$ cat config.mk
export PLATFORM = sky130hd
export DESIGN_NAME = gpio_irq_sense
export DESIGN_NICKNAME = d
export VERILOG_FILES = /design/src/rtl/gis_pkg.sv /design/src/rtl/gis_field_map.sv /design/src/rtl/gis_edge_detect.sv /design/src/rtl/gis_event_bank.sv /design/src/rtl/gpio_irq_sense.sv
export SDC_FILE = /design/constraint.sdc
export NUM_CORES = 1
export LEC_CHECK = 0
export CAP_MARGIN = 20
export CORE_MARGIN = 3
export CORE_UTILIZATION = 60
export DETAILED_ROUTE_END_ITERATION = 16
export DONT_BUFFER_PORTS = 1
export PLACE_DENSITY = 0.76
export SETUP_SLACK_MARGIN = 0.05
export SYNTH_ARGS = -nofsm -noshare
export SYNTH_HDL_FRONTEND = slang
export SYNTH_HIERARCHICAL = 1
export SYNTH_SLANG_ARGS = --single-unit
export TNS_END_PERCENT = 1
$ cat constraint.sdc
create_clock -name clk -period 2.8 [get_ports clk]
set_clock_uncertainty 0.15 [all_clocks]
set_input_delay 0.14 -clock clk [delete_from_list [all_inputs] [get_ports clk]]
set_output_delay 0.14 -clock clk [all_outputs]
set_load 0.02 [all_outputs]
$ cat src/rtl/gis_pkg.sv
package gis_pkg;

  localparam int AW = 3;

  localparam logic [AW-1:0] A_DIR  = 3'd0;
  localparam logic [AW-1:0] A_EVT  = 3'd1;
  localparam logic [AW-1:0] A_MSK  = 3'd2;
  localparam logic [AW-1:0] A_SNA  = 3'd3;
  localparam logic [AW-1:0] A_SNB  = 3'd4;
  localparam logic [AW-1:0] A_LINE = 3'd5;

  typedef enum logic [1:0] {
    SENSE_ANY  = 2'b00,
    SENSE_RISE = 2'b01,
    SENSE_FALL = 2'b10,
    SENSE_OFF  = 2'b11
  } sense_e;

endpackage

$ cat src/rtl/gis_field_map.sv
// Extracts the per-line sense field from the two packed control registers.
module gis_field_map #(
  parameter int NL = 32
) (
  input  logic [NL-1:0]      sense_a,
  input  logic [NL-1:0]      sense_b,
  output logic [NL-1:0][1:0] mode
);

  localparam int HALF = NL / 2;

  for (genvar n = 0; n < NL; n++) begin : g_line
    localparam int POS = (HALF - 1 - (n % HALF)) * 2;
    if (n < HALF) begin : g_lo
      assign mode[n] = sense_a[POS +: 2];
    end else begin : g_hi
      assign mode[n] = sense_b[POS +: 2];
    end
  end

endmodule

$ cat src/rtl/gis_edge_detect.sv
// Qualifies transitions between consecutive samples by each line's sense mode.
module gis_edge_detect
  import gis_pkg::*;
#(
  parameter int NL = 32
) (
  input  logic [NL-1:0]      now_s,
  input  logic [NL-1:0]      prev_s,
  input  logic [NL-1:0][1:0] mode,
  output logic [NL-1:0]      hit
);

  logic [NL-1:0] rise, fall;

  assign rise = now_s & ~prev_s;
  assign fall = ~now_s & prev_s;

  always_comb begin
    hit = '0;
    for (int i = 0; i < NL; i++) begin
      case (sense_e'(mode[i]))
        SENSE_ANY:  hit[i] = rise[i] | fall[i];
        SENSE_RISE: hit[i] = rise[i];
        SENSE_FALL: hit[i] = fall[i];
        default:    hit[i] = 1'b0;
      endcase
    end
  end

endmodule

$ cat src/rtl/gis_event_bank.sv
// Sticky event bits with write-1 clear, mask register and registered interrupt.
module gis_event_bank #(
  parameter int NL = 32
) (
  input  logic          clk,
  input  logic          rst,
  input  logic [NL-1:0] hit,
  input  logic [NL-1:0] clr,
  input  logic          mask_wr,
  input  logic [NL-1:0] mask_d,
  output logic [NL-1:0] evt_q,
  output logic [NL-1:0] mask_q,
  output logic          irq_q
);

  logic [NL-1:0] evt_n, mask_n;

  // a new edge takes priority over a clear in the same cycle
  assign evt_n  = (evt_q & ~clr) | hit;
  assign mask_n = mask_wr ? mask_d : mask_q;

  always_ff @(posedge clk) begin
    if (rst) begin
      evt_q  <= '0;
      mask_q <= '0;
      irq_q  <= 1'b0;
    end else begin
      evt_q  <= evt_n;
      mask_q <= mask_n;
      irq_q  <= |(evt_n & mask_n);
    end
  end

endmodule

$ cat src/rtl/gpio_irq_sense.sv
// Interrupt sense unit of a GPIO controller: sense decode, edge capture,
// event/mask/clear and input-only direction filtering.
module gpio_irq_sense
  import gis_pkg::*;
#(
  parameter int            NL      = 32,
  parameter logic [NL-1:0] IN_ONLY = {4'hF, {(NL-4){1'b0}}}
) (
  input  logic          clk,
  input  logic          rst,
  input  logic [NL-1:0] line_in,
  input  logic          wr_en,
  input  logic [AW-1:0] addr,
  input  logic [NL-1:0] wdata,
  output logic [NL-1:0] rdata,
  output logic [NL-1:0] dir_o,
  output logic          irq_o
);

  logic [NL-1:0]      prev_q, dir_q, sense_a_q, sense_b_q, rdata_q;
  logic [NL-1:0]      wdata_ln;
  logic [NL-1:0]      dir_rv, evt_rv, mask_rv, line_rv;
  logic [NL-1:0]      hit_w, clr_w, evt_w, mask_w;
  logic [NL-1:0][1:0] mode_w;
  logic [NL-1:0]      rd_mux;
  logic               wr_dir, wr_evt, wr_msk, wr_sna, wr_snb;

  // line-order <-> register-order conversion
  for (genvar i = 0; i < NL; i++) begin : g_rev
    assign wdata_ln[i]       = wdata[NL-1-i];
    assign dir_rv[NL-1-i]    = dir_q[i];
    assign evt_rv[NL-1-i]    = evt_w[i];
    assign mask_rv[NL-1-i]   = mask_w[i];
    assign line_rv[NL-1-i]   = prev_q[i];
  end

  assign wr_dir = wr_en && (addr == A_DIR);
  assign wr_evt = wr_en && (addr == A_EVT);
  assign wr_msk = wr_en && (addr == A_MSK);
  assign wr_sna = wr_en && (addr == A_SNA);
  assign wr_snb = wr_en && (addr == A_SNB);

  assign clr_w = wr_evt ? wdata_ln : '0;

  gis_field_map #(.NL(NL)) u_map (
    .sense_a (sense_a_q),
    .sense_b (sense_b_q),
    .mode    (mode_w)
  );

  gis_edge_detect #(.NL(NL)) u_edge (
    .now_s  (line_in),
    .prev_s (prev_q),
    .mode   (mode_w),
    .hit    (hit_w)
  );

  gis_event_bank #(.NL(NL)) u_evt (
    .clk     (clk),
    .rst     (rst),
    .hit     (hit_w),
    .clr     (clr_w),
    .mask_wr (wr_msk),
    .mask_d  (wdata_ln),
    .evt_q   (evt_w),
    .mask_q  (mask_w),
    .irq_q   (irq_o)
  );

  always_comb begin
    case (addr)
      A_DIR:   rd_mux = dir_rv;
      A_EVT:   rd_mux = evt_rv;
      A_MSK:   rd_mux = mask_rv;
      A_SNA:   rd_mux = sense_a_q;
      A_SNB:   rd_mux = sense_b_q;
      A_LINE:  rd_mux = line_rv;
      default: rd_mux = '0;
    endcase
  end

  always_ff @(posedge clk) begin
    if (rst) begin
      prev_q    <= line_in;   // primes the history so held levels raise nothing
      dir_q     <= '0;
      sense_a_q <= '0;
      sense_b_q <= '0;
      rdata_q   <= '0;
    end else begin
      prev_q  <= line_in;
      rdata_q <= rd_mux;
      if (wr_dir) dir_q     <= wdata_ln & ~IN_ONLY;
      if (wr_sna) sense_a_q <= wdata;
      if (wr_snb) sense_b_q <= wdata;
    end
  end

  assign rdata = rdata_q;
  assign dir_o = dir_q;

endmodule

# --- Word-level counts from Yosys, hierarchy flattened ---
# Index checks and enable logic that the tools add are counted.
totals:
  output_inout_bits: 65
  in_bits: 70
  ff_bits: 221
op_classes:
  n_eq_ne: 69
  bitwise: 40
  n_reduce_logical: 39
  muxes: 35
ops:
  columns: ["operator", "n"]
  rows:
  - ["one-hot mux 32 bit (6 select lines)", 1]
  - ["AND 32 bit", 4]
  - ["inverter 32 bit", 3]
  - ["one-hot mux 1 bit (3 select lines)", 32]
  - ["equality test 2 x 1 -> 1 bit, second input constant", 32]
  - ["equality test 2 bit, second input constant", 32]
  - ["zero test 2 bit", 32]
  - ["two-way mux 32 bit", 2]
  - ["OR 1 bit", 32]
  - ["OR 32 bit", 1]
  - ["OR reduction 32 bit", 1]
  - ["equality test 3 x 2 -> 1 bit, second input constant", 2]
  - ["equality test 3 bit, second input constant", 2]
  - ["logical AND 1 bit", 5]
  - ["equality test 3 x 1 -> 1 bit, second input constant", 1]
  - ["zero test 3 bit", 1]

# --- Longest topological paths before layout ---
# Gate-level depths: netlist of run 1.
depth:
  depth_word: 8
  ltp_mapped: 12
  ltp_nobuf: 8

# --- Modules after synthesis ---
# Netlist of run 1, hierarchy kept.
by_module_without_submodules:
  columns: ["mod", "seq_area_each_um2", "instances", "area_each_um2", "cells_each"]
  rows:
  - ["gpio_irq_sense", 3123.0, 1, 6500.0, 734]
  - ["gis_event_bank", 1301.2, 1, 2356.0, 257]
  - ["gis_edge_detect", 0.0, 1, 1919.3, 256]
  - ["gis_field_map", 0.0, 1, 480.5, 64]

# --- Worst setup path after synthesis of run 1 ---
# Ideal clock, no wire load.
synth_timing:
  path_kind: "input -> register"
  startpoint: "input port addr[1]"
  endpoint: "register u_evt.irq_q"
  required_ns: 2.510
  setup_ns: 0.140
  path_slack_ns: 0.346
  t_arrival_ns: 2.164
  path_stages: 12
  cell_sequence: "buf_4 buf_4 inv_1 buf_4 buf_4 nor4b_1 buf_6 buf_6 mux2i_1 o22ai_1 nor4_1 a41oi_1"
synth_lines:
  columns: ["element", "line_no", "rtl"]
  rows:
  - ["from (decl)", "gpio_irq_sense.sv:13", "input logic [AW-1:0] addr,"]
  - ["equality test 3 x 2 -> 1 bit", "gpio_irq_sense.sv:39", "assign wr_msk = wr_en && (addr == A_MSK);"]
  - ["logical AND 1 bit", "gpio_irq_sense.sv:39", null]
  - ["named net wr_msk", "gpio_irq_sense.sv:26", "logic wr_dir, wr_evt, wr_msk, wr_sna, wr_snb;"]
  - ["two-way mux 32 bit", "gis_event_bank.sv:20", "assign mask_n = mask_wr ? mask_d : mask_q;"]
  - ["AND 32 bit", "gis_event_bank.sv:30", "irq_q <= |(evt_n & mask_n);"]
  - ["OR reduction 32 bit", "gis_event_bank.sv:30", null]
  - ["to (signal assigned)", "gis_event_bank.sv:30", null]
  - ["to (decl)", "gis_event_bank.sv:13", "output logic irq_q"]
# The timed path passes the listed nets, and every way through them passes these cells.
# A chain may end at the register's enable or synchronous reset.

# --- Worst setup path in the final report of run 1 ---
layout_timing:
  startpoint: "input port addr[0]"
  endpoint: "register dir_q[9] (netlist: dir_o[9])"
layout_via:
  elab_chain_cells: 2
layout_rtl:
  columns: ["element", "line_no", "rtl"]
  rows:
  - ["zero test 3 bit", "gpio_irq_sense.sv:37", "assign wr_dir = wr_en && (addr == A_DIR);"]
  - ["logical AND 1 bit", "gpio_irq_sense.sv:37", null]
  - ["to (signal assigned)", "gpio_irq_sense.sv:92", "if (wr_dir) dir_q <= wdata_ln & ~IN_ONLY;"]
  - ["to (decl)", "gpio_irq_sense.sv:20", "logic [NL-1:0] prev_q, dir_q, sense_a_q, sense_b_q, rdata_q;"]
# Every way passes these cells.

==> out/results.tsv, run 1 <==
metric	value	unit
total CTS buffers	24	
via count	9948	
RSZ-0062 raised after global routing	false	
asr flop ratio synth	0	%
FF-to-FF End	u_evt/irq_q$_SDFF_PP0_	
power share of the combinational group	10.9	%
Top FF cell, synth	dfxtp_1	
Final period util	96.99	%
Die W	143.0	um
# setup viols final	0	
Avg Cell Area, Syn	8.586	sq um
Pleak	5.248	nW
die area	20440	sq um
setup TNS	0	ns
routed len/inst	23.13	um
Critical Path, Cell by Cell	buf_16 > nor4b_4 > dlygate4sd3_1 > buf_6 > nand2_1 > dlygate4sd3_1 > a21oi_1 > dlygate4sd3_1	
Initial Util	61.82	%
vias in the first global route	9873	
Max Cap Violations	0	
Clock Power Share	45.7	%
Worst path most repeated cell	dlygate4sd3_1	
Vert. Die Dim	143.0	um
CTS tree	built	
#FFs+latches synth	221	
Port Buffer Count	0	
cell family with the largest share of critical-path delay	buffers and inverters	
remaining antenna violation count after routing	0	
max-slew violations	0	
Hold Path Class	input port to flop	
crit-path max FO	46	
CP max-delay cell	dlygate4sd3_1	
critical path startpoint category	input port	
first-pass GRT wire length	55840	um
core area	18210	sq um
total power	7.896	mW
drt total wl	36780	um
worst path arrival time	3.03	ns
Slew @ Worst Pin	1.188	ns
clock latency at the later pin of the worst-skew pair	0.53	ns
Clock Sinks	221	
Crit path required time	3.12	ns
TritonRoute pass-1 iters	6	
PD cells	605.5	nW/um^2
maximum vdd ir drop	0.5165	mV
switching share of power	25.02	%
crit path kind	input port to flop	
IO Pins	135	
initial antenna violation count	0	
DRC viols	0	
dpl hpwl	21640	um
root buf cell	clkbuf_16	
Fin. Hold Viols	0	
Critical Path End Type	flop	
R2R setup slack	0.52	ns
initial drt markers	1392	
minimum clock period	2.716	ns
H-tree depth	1	
Net Switching	1.976	mW
sequential share of the synthesized area	39.31	%
Hold Path Cell Cnt	3	
status	complete, no violations	
WP buf/inv	5	
fraction of layout cells with a size suffix above 1	8.523	%
crit path from	addr[0]	
WP depth	8	
Yosys warning count	6	
Longest Clk Path Bufs	3	
Relative slew margins	20.80	%
largest net degree at the start of global routing	140	
GRT Residual Overflow	0	
post-DR vias/cell	6.257	
Reg clk slew, reported paths	0.06	ns
Net count, final	1478	
register share of total power	43.3	%
P_int	5.920	mW
end of the critical path	dir_o[9]$_SDFFE_PP0P_	
FF-to-FF Start	prev_q[12]$_DFF_P_	
diode count	0	
EDFF count, synth	0	
area delta synth->final	15.86	%
R2R cell count	7	
Mapped Cells	1311	
Max stage delay on crit path	0.61	ns
gr usage total	35.13	%
Std-Cell Rows	49	
GP Congestion	0.8999	
max frequency	368.2	MHz
Mapped Area	11260	sq um
Yosys cell types	43	
setup bufs post-CTS	0	
## power groups by stage
stage / logic, mW / registers (mW) / clock network [mW]
4_1_cts: 0.821 / 3.42 / 3.63
6_report: 0.863 / 3.42 / 3.61
5_1_grt: 0.919 / 3.43 / 3.75
3_3_place_gp: 0.556 / 3.48 / 0
3_5_place_dp: 0.574 / 3.48 / 0
2_1_floorplan: 0.539 / 3.44 / 0
## layer usage
layer,global-route usage [%],part of all wire [%]
met2,56.87,46
met5,0,0
met4,17.51,5.9
met3,8.038,11
met1,44.13,38
## logic make-up after synthesis
group	count (synthesis)	share of synthesized area, %
fa+ha+maj	64	7.114
flops	221	39.31
other cells	1	0.03332
compound gates	252	13.98
buf+inv	241	11.55
mux	92	9.237
simple gates	440	18.78
## cell type report
cell class,instances,area (sq um)
inverter,98,367.9
tap,229,286.5
sequential,221,4424
clock inverter,16,262.8
fill,1314,5167
clock buffer,27,633.1
multi-input combinational,852,5567
timing repair buffer,147,1500
## state kept, by name, indices dropped and copies added, names as in the netlist
register,flops
dir_o,28
prev_q,32
rdata,32
sense_a_q,32
sense_b_q,32
u_evt/evt_q,32
u_evt/irq_q,1
u_evt/mask_q,32
## synth_stat cells (31+ instances only)
| master | instances | area, sq um |
|---|---|---|
| dfxtp_1 | 221 | 4424 |
| nand2_1 | 216 | 810.8 |
| a21oi_1 | 138 | 690.7 |
| inv_1 | 97 | 364.1 |
| buf_4 | 75 | 563.0 |
| nor2b_1 | 73 | 456.7 |
| nor2_1 | 69 | 259.0 |
| ha_1 | 64 | 800.8 |
| mux2_2 | 45 | 506.7 |
| mux2i_1 | 42 | 420.4 |
| o31ai_1 | 33 | 247.7 |
| and2_1 | 32 | 200.2 |
| nand3b_1 | 31 | 232.7 |
## tightest hold or removal path, delay by kind of cell
| family | cells | cell delay, ns |
|---|---|---|
| compound gates | 3 | 0.48 |
## timing repair
| action | CTS | global route |
|---|---|---|
| gates resized for setup | 0 | 1 |
| hold buffers | 130 | 0 |
| setup endpoints to repair | 0 | 2 |
| hold endpoints to repair | 221 | 0 |
## cell usage in the layout, fill, tap and decap left out, types with 11 or more instances in the layout
cell type      netlist  final
dfxtp_1            221    221
a21oi_1            138    138
buf_4               75     15
mux2i_1             42     42
inv_1               97     97
dlygate4sd3_1        0    126
nor2_1              69     69
a32oi_1             12     12
o31ai_1             33     33
o22ai_1             16     16
a221oi_1            11     11
and2_1              32     32
nor2b_1             73     72
nand3b_1            31     31
ha_1                64     64
clkbuf_16            0     25
a311oi_1            11     11
nand2_1            216    216
mux2_2              45     45
## stage by stage
stage	instance area (sq um)	std cells	setup slack, ns	hold slack, ns	utilization [%]
2_1_floorplan	11270	1314	0.3457	0.01772	-
3_3_place_gp	10790	1417	0.5512	0.01783	59.23
3_5_place_dp	10790	1417	0.4689	0.01785	59.23
4_1_cts	13040	1590	0.2164	0.005454	71.60
5_1_grt	13040	1590	0.05090	0.02169	71.62
6_report	13040	1590	0.08418	0.01833	71.62
## how the worst min path moves through the flow
stage | from | end | slack, ns
4_1_cts | addr[0] | rdata[18]$_SDFF_PP0_ | 0.005
2_1_floorplan | line_in[0] | prev_q[0]$_DFF_P_ | 0.02
3_5_place_dp | line_in[8] | prev_q[8]$_DFF_P_ | 0.02
5_1_grt | addr[0] | rdata[17]$_SDFF_PP0_ | 0.02
3_3_place_gp | line_in[31] | prev_q[31]$_DFF_P_ | 0.02
6_report | addr[0] | rdata[1]$_SDFF_PP0_ | 0.02
Note: power is estimated with default switching activity, not from simulation.
==> run 2, diff against run 1 <==
--- a/config.mk
+++ b/config.mk
@@ -10,6 +10,7 @@
 export CORE_UTILIZATION = 60
 export DETAILED_ROUTE_END_ITERATION = 16
 export DONT_BUFFER_PORTS = 1
+export MAX_ROUTING_LAYER = met4
 export PLACE_DENSITY = 0.76
 export SETUP_SLACK_MARGIN = 0.05
 export SYNTH_ARGS = -nofsm -noshare
==> constraint.sdc (replaced) <==
create_clock -name clk -period 2.52 [get_ports clk]
set_clock_uncertainty 0.15 [all_clocks]
set_input_delay 0.126 -clock clk [delete_from_list [all_inputs] [get_ports clk]]
set_output_delay 0.126 -clock clk [all_outputs]
set_load 0.02 [all_outputs]
==> run 2 against run 1 <==
Effect of this change: register-to-register slack worse by 0.23 ns; sequential power grew 11%; non-clock buffer count is 16 higher; cell count is 1.3% higher; highest routed layer unchanged; combinational power rose by 12%; total power up 6.2%; largest power group is now registers.
==> out/results.tsv, run 2 (synthesis gave the netlist of run 1 again) <==
metric	value	unit	change
Critical Path, Cell by Cell	buf_16 > nor4b_4 > dlygate4sd3_1 > buf_4 > mux2i_2 > o22ai_1 > nor4_1 > a41oi_1		was buf_16 > nor4b_4 > dlygate4sd3_1 > buf_6 > nand2_1 > dlygate4sd3_1 > a21oi_1 > dlygate4sd3_1
TritonRoute pass-1 iters	7		was 6
Vert. Die Dim	143.0	um	unchanged
Slew @ Worst Pin	1.083	ns	was 1.188 ns
die area	20440	sq um	unchanged
P_int	6.203	mW	was 5.920 mW
register share of total power	45.4	%	was 43.3%
clock latency at the later pin of the worst-skew pair	0.53	ns	about the same
GP Congestion	0.9220		was 0.8999
drt total wl	37340	um	was 36780 um
DRC viols	0		unchanged
initial drt markers	1267		was 1392
Die W	143.0	um	unchanged
Reg clk slew, reported paths	0.06	ns	about the same
Max Cap Violations	0		unchanged
Final Instance Area	13120	sq um	was 13040 sq um
status	complete, no violations		unchanged
largest net degree at the start of global routing	124		was 140
max frequency	408.4	MHz	
crit path from	addr[0]		unchanged
power share of the combinational group	11.5	%	was 10.9%
Port Buffer Count	0		unchanged
commonest non-fill, non-tap cells in the layout	dfxtp_1, nand2_1, dlygate4sd3_1		was dfxtp_1, nand2_1, a21oi_1
CP max-delay cell	dlygate4sd3_1		unchanged
Pleak	5.284	nW	was 5.248 nW
maximum vdd ir drop	0.5538	mV	was 0.5165 mV
setup TNS	0	ns	unchanged
R2R setup slack	0.29	ns	was 0.52 ns
R2R cell count	6		was 7
Fin Hold WS	0.005519	ns	was 0.01833 ns
remaining antenna violation count after routing	0		unchanged
via count	10180		was 9948
post-DR vias/cell	6.316		was 6.257
Finished Layout Cells	1611		was 1590
Placement Setup Slack	0.3013	ns	was 0.4689 ns
first-pass GRT wire length	56440	um	was 55840 um
Hold Path Class	input port to flop		unchanged
Fin. Hold Viols	0		unchanged
gr usage total	36.59	%	was 35.13%
crit-path max FO	42		was 46
Std-Cell Rows	49		unchanged
Crit path required time	2.75	ns	was 3.12 ns
initial antenna violation count	2		was 0
Placed Cells	1418		was 1417
Net count, final	1495		was 1478
Clock Power Share	43.1	%	was 45.7%
area delta synth->final	16.56	%	was 15.86%
setup bufs post-CTS	0		unchanged
switching share of power	26.00	%	was 25.02%
post-route setup slack	0.07149	ns	was 0.08418 ns
core area	18210	sq um	unchanged
Longest Clk Path Bufs	3		unchanged
worst path arrival time	2.68	ns	was 3.03 ns
IO Pins	135		unchanged
# setup viols final	0		unchanged
Max stage delay on crit path	0.61	ns	about the same
fraction of layout cells with a size suffix above 1	8.412	%	was 8.523%
vias in the first global route	9959		was 9873
Relative slew margins	27.55	%	was 20.80%
FF-to-FF End	u_evt/evt_q[15]$_SDFF_PP0_		was u_evt/irq_q$_SDFF_PP0_
root buf cell	clkbuf_16		unchanged
routed len/inst	23.18	um	was 23.13 um
Final period util	97.16	%	
CTS tree	built		unchanged
Finished Core Util	72.05	%	was 71.62%
PD cells	638.9	nW/um^2	was 605.5 nW/um^2
commonest non-fill, non-tap cell in the layout	dfxtp_1		unchanged
total power	8.383	mW	was 7.896 mW
fillcell total	1257		was 1314
crit path kind	input port to flop		unchanged
Clock Sinks	221		unchanged
H-tree depth	1		unchanged
Initial Util	61.82	%	unchanged
GRT Residual Overflow	0		unchanged
end of the critical path	u_evt/irq_q$_SDFF_PP0_		was dir_o[9]$_SDFFE_PP0P_
minimum clock period	2.449	ns	
Critical Path End Type	flop		unchanged
max-slew violations	0		unchanged
total CTS buffers	25		was 24
DP Area	10780	sq um	was 10790 sq um
Net Switching	2.180	mW	was 1.976 mW
critical path startpoint category	input port		unchanged
FF-to-FF Start	prev_q[15]$_DFF_P_		was prev_q[12]$_DFF_P_
RSZ-0062 raised after global routing	false		unchanged
dpl hpwl	21590	um	was 21640 um
==> run 2: layout make-up <==
cell class	count	area, sq um	share of cell area (%)
multi-input cells	852	5579	42.52
flip-flops and latches	221	4424	33.72
repair buffers	163	1642	12.51
clock buffers	38	744.5	5.674
inverters	98	367.9	2.804
well taps	229	286.5	2.184
clock inverters	7	68.82	0.5245
diodes	3	7.507	0.05722
==> run 2: worst min-delay path by stage <==
stage / from / endpoint / depth (start not counted)
finish: wdata[2] / u_evt/irq_q$_SDFF_PP0_ / 4
detailed placement: line_in[31] / prev_q[31]$_DFF_P_ / 0
CTS: addr[0] / rdata[24]$_SDFF_PP0_ / 3
global route: wdata[2] / u_evt/irq_q$_SDFF_PP0_ / 4
floorplan: line_in[0] / prev_q[0]$_DFF_P_ / 0
global placement: line_in[8] / prev_q[8]$_DFF_P_ / 0
==> run 2: per-layer routing <==
metal | vias to the layer above | track usage [%] | share of wire [%] | wire, um
met3 | 169 | 7.133 | 11 | 4154
met4 | 0 | 18.56 | 5.6 | 2095
met5 | - | - | 0 | 0
li1 | 4447 | - | - | -
met2 | 760 | 56.87 | 46 | 17120
met1 | 4799 | 45.40 | 37 | 13970
==> run 2: timing repair <==
action | in CTS | in global routing
hold buffers | 145 | 0
resized for setup | 0 | 2
hold endpoints to repair | 221 | 0
endpoints found under the setup margin | 0 | 1
==> run 2: power by group through the flow <==
stage          sequential, mW  clock (mW)  combinational [mW]
2_1_floorplan            3.82           0               0.599
3_3_place_gp             3.87           0               0.618
3_5_place_dp             3.87           0               0.637
4_1_cts                  3.80        3.60               0.920
5_1_grt                  3.81        3.77                1.03
6_report                 3.80        3.61               0.967
==> run 2: worst max-delay path: cells and delay by family <==
family / cells / cell delay (ns)
muxes: 1 / 0.38
buffers and inverters: 3 / 1.08
and+or+nand+nor: 2 / 0.77
AOI/OAI and AO/OA: 2 / 0.31
==> run 3, diff against run 2 <==
--- a/config.mk
+++ b/config.mk
@@ -7,14 +7,13 @@
 export LEC_CHECK = 0
 export CAP_MARGIN = 20
 export CORE_MARGIN = 3
-export CORE_UTILIZATION = 60
+export CORE_UTILIZATION = 55
 export DETAILED_ROUTE_END_ITERATION = 16
 export DONT_BUFFER_PORTS = 1
 export MAX_ROUTING_LAYER = met4
-export PLACE_DENSITY = 0.76
+export PLACE_DENSITY = 0.7
 export SETUP_SLACK_MARGIN = 0.05
 export SYNTH_ARGS = -nofsm -noshare
 export SYNTH_HDL_FRONTEND = slang
-export SYNTH_HIERARCHICAL = 1
 export SYNTH_SLANG_ARGS = --single-unit
 export TNS_END_PERCENT = 1
==> run 3 against run 2 <==
Effect of this change: cell count fell by 5.9%; register-to-register slack barely moved; maximum frequency rose by 9.2%; largest power group unchanged; design area fell by 7.4%; global-route usage fell by 3.7 points; total power fell by 4.2%; sequential share of layout area rose by 2.7 points; via count fell by 10%; largest cell class unchanged; worst hold slack got worse by 0.0030 ns; clock power fell by 6.1%; synthesized cell count fell by 12%; area after synthesis fell by 14%.
==> out/results.tsv, run 3 <==
metric	value	unit	change
status	complete, no violations		unchanged
DRC viols	0		unchanged
gr usage total	32.88	%	was 36.59%
Fin. Hold Viols	0		unchanged
TritonRoute pass-1 iters	6		was 7
asr flop ratio synth	0	%	unchanged
Finished Core Util	71.73	%	was 72.05%
Slew @ Worst Pin	0.7880	ns	was 1.083 ns
DP Area	9918	sq um	was 10780 sq um
Die W	138.7	um	was 143.0 um
EDFF count, synth	0		unchanged
first-pass GRT wire length	49690	um	was 56440 um
largest net degree at the start of global routing	124		unchanged
Mapped Cells	1157		was 1311
Final period util	89.01	%	was 97.16%
Port Buffer Count	0		unchanged
FF-to-FF Start	prev_q[31]$_DFF_P_		was prev_q[15]$_DFF_P_
Std-Cell Rows	47		was 49
hold path start	addr[2]		was wdata[2]
Vert. Die Dim	138.7	um	was 143.0 um
Mapped Area	9692	sq um	was 11260 sq um
Relative slew margins	47.46	%	was 27.55%
dpl hpwl	19120	um	was 21590 um
total CTS buffers	24		was 25
area share of the largest cell type after synthesis	45.65	%	was 39.31%
drt total wl	32170	um	was 37340 um
post-synth top area cell	dfxtp_1		unchanged
most numerous cell in the Yosys netlist	nand2_1		was dfxtp_1
Critical Path End Type	flop		unchanged
fillcell total	1301		was 1257
sequential share of the synthesized area	45.65	%	was 39.31%
fraction of layout cells with a size suffix above 1	5.637	%	was 8.412%
# setup viols final	0		unchanged
die area	19250	sq um	was 20440 sq um
Top FF cell, synth	dfxtp_1		unchanged
via count	9124		was 10180
#FFs+latches synth	221		unchanged
Reg clk slew, reported paths	0.06	ns	about the same
initial antenna violation count	0		was 2
maximum vdd ir drop	0.5575	mV	was 0.5538 mV
area delta synth->final	25.36	%	was 16.56%
root buf cell	clkbuf_16		unchanged
max frequency	445.8	MHz	was 408.4 MHz
crit-path max FO	14		was 42
Yosys cell types	31		was 43
Initial Util	57.23	%	was 61.82%
remaining antenna violation count after routing	0		unchanged
Pleak	4.783	nW	was 5.284 nW
Sequential Area	4424	sq um	unchanged
Avg Cell Area, Syn	8.377	sq um	was 8.586 sq um
routed len/inst	21.22	um	was 23.18 um
crit path from	wr_en		was addr[0]
Net count, final	1412		was 1495
multi-input logic area	4663	sq um	was 5579 sq um
vias in the first global route	8897		was 9959
Final Instance Area	12150	sq um	was 13120 sq um
Area contributors post-synth	dfxtp_1, nand2_1, ha_1		unchanged
Yosys warning count	0		was 6
worst path arrival time	2.56	ns	was 2.68 ns
IO Pins	135		unchanged
Max Cap Violations	0		unchanged
top cells by count, synth	nand2_1, dfxtp_1, a21oi_1		was dfxtp_1, nand2_1, a21oi_1
max-slew violations	0		unchanged
Hold Path Class	input port to flop		unchanged
setup TNS	0	ns	unchanged
H-tree depth	1		unchanged
commonest non-fill, non-tap cells in the layout	nand2_1, dfxtp_1, dlygate4sd3_1		was dfxtp_1, nand2_1, dlygate4sd3_1
CTS tree	built		unchanged
RSZ-0062 raised after global routing	false		unchanged
CP max-delay cell	dlygate4sd3_1		unchanged
initial drt markers	1056		was 1267
Critical Path, Cell by Cell	dlygate4sd3_1 > and2_1 > buf_4 > nand2_1 > dlygate4sd3_1 > a21oi_1 > dlygate4sd3_1		was buf_16 > nor4b_4 > dlygate4sd3_1 > buf_4 > mux2i_2 > o22ai_1 > nor4_1 > a41oi_1
post-DR vias/cell	6.018		was 6.316
critical path startpoint category	input port		unchanged
clock latency at the later pin of the worst-skew pair	0.53	ns	about the same
core area	16940	sq um	was 18210 sq um
Worst path most repeated cell	dlygate4sd3_1		
Clock Sinks	221		unchanged
Crit path required time	2.83	ns	was 2.75 ns
GP Congestion	0.8812		was 0.9220
commonest non-fill, non-tap cell in the layout	nand2_1		was dfxtp_1
minimum clock period	2.243	ns	was 2.449 ns
Max stage delay on crit path	0.63	ns	was 0.61 ns
PD cells	660.7	nW/um^2	was 638.9 nW/um^2
GRT Residual Overflow	0		unchanged
Longest Clk Path Bufs	3		unchanged
crit path kind	input port to flop		unchanged
-- run 3: stage by stage --
| stage | instances | setup slack (ns) | hold slack (ns) | power [mW] |
|---|---|---|---|---|
| 2_1_floorplan | 1160 | 0.5988 | 0.003717 | 4.248 |
| 3_3_place_gp | 1329 | 0.2561 | 0.003845 | 4.369 |
| 3_5_place_dp | 1329 | 0.2494 | 0.003843 | 4.385 |
| 4_1_cts | 1514 | 0.06762 | 0.01125 | 8.004 |
| 5_1_grt | 1515 | 0.1782 | 0.03257 | 8.280 |
| 6_report | 1516 | 0.2769 | 0.002532 | 8.028 |
-- run 3: logic make-up after synthesis --
family,synth area share [%]
compound gates,19.95
fa+ha+maj,8.262
buf+inv,6.816
flops,45.65
mux,3.718
other cells,0.03869
simple gates,15.57
-- run 3: worst max-delay path: cells and delay by family --
family / cells / cell delay [ns]
AOI/OAI and AO/OA: 1 / 0.12
buffers and inverters: 4 / 2.04
and+or+nand+nor: 2 / 0.25
-- run 3: final cells by class --
| cell class | instances | share of cell area [%] |
|---|---|---|
| antenna | 1 | 0.02060 |
| tap | 220 | 2.266 |
| sequential | 221 | 36.42 |
| clock buffer | 34 | 5.829 |
| clock inverter | 9 | 0.4840 |
| multi-input combinational | 776 | 38.38 |
| timing repair buffer | 165 | 13.82 |
| inverter | 90 | 2.781 |
-- run 3: what timing repair did --
action | 4_1_cts | 5_1_grt
endpoints found under the hold margin | 194 | 0
gates resized for setup | 0 | 5
endpoints found under the setup margin | 0 | 18
buffers inserted | 0 | 1
hold buffers | 142 | 0
-- run 3: final timing paths --
| path | end | slack [ns] | cells past startpoint |
|---|---|---|---|
| max | dir_o[27]$_SDFFE_PP0P_ | 0.28 | 7 |
| min | rdata[1]$_SDFF_PP0_ | 0.003 | 3 |
| max reg2reg | rdata[0]$_SDFF_PP0_ | 0.29 | 6 |
| min reg2reg | sense_a_q[28]$_SDFFE_PP0P_ | 0.32 | 2 |
-- run 3: where the power goes --
group | switching, mW | internal (mW)
Clock | 1.44 | 1.96
Sequential | 0.142 | 3.64
Combinational | 0.458 | 0.395
-- run 3: per-layer routing --
layer / up-vias / track usage [%] / routed length [um]
met5: - / - / 0
met4: 0 / 11.59 / 1183
met1: 4335 / 42.36 / 13200
met3: 89 / 6.345 / 3071
li1: 4205 / - / -
met2: 495 / 52.00 / 14720
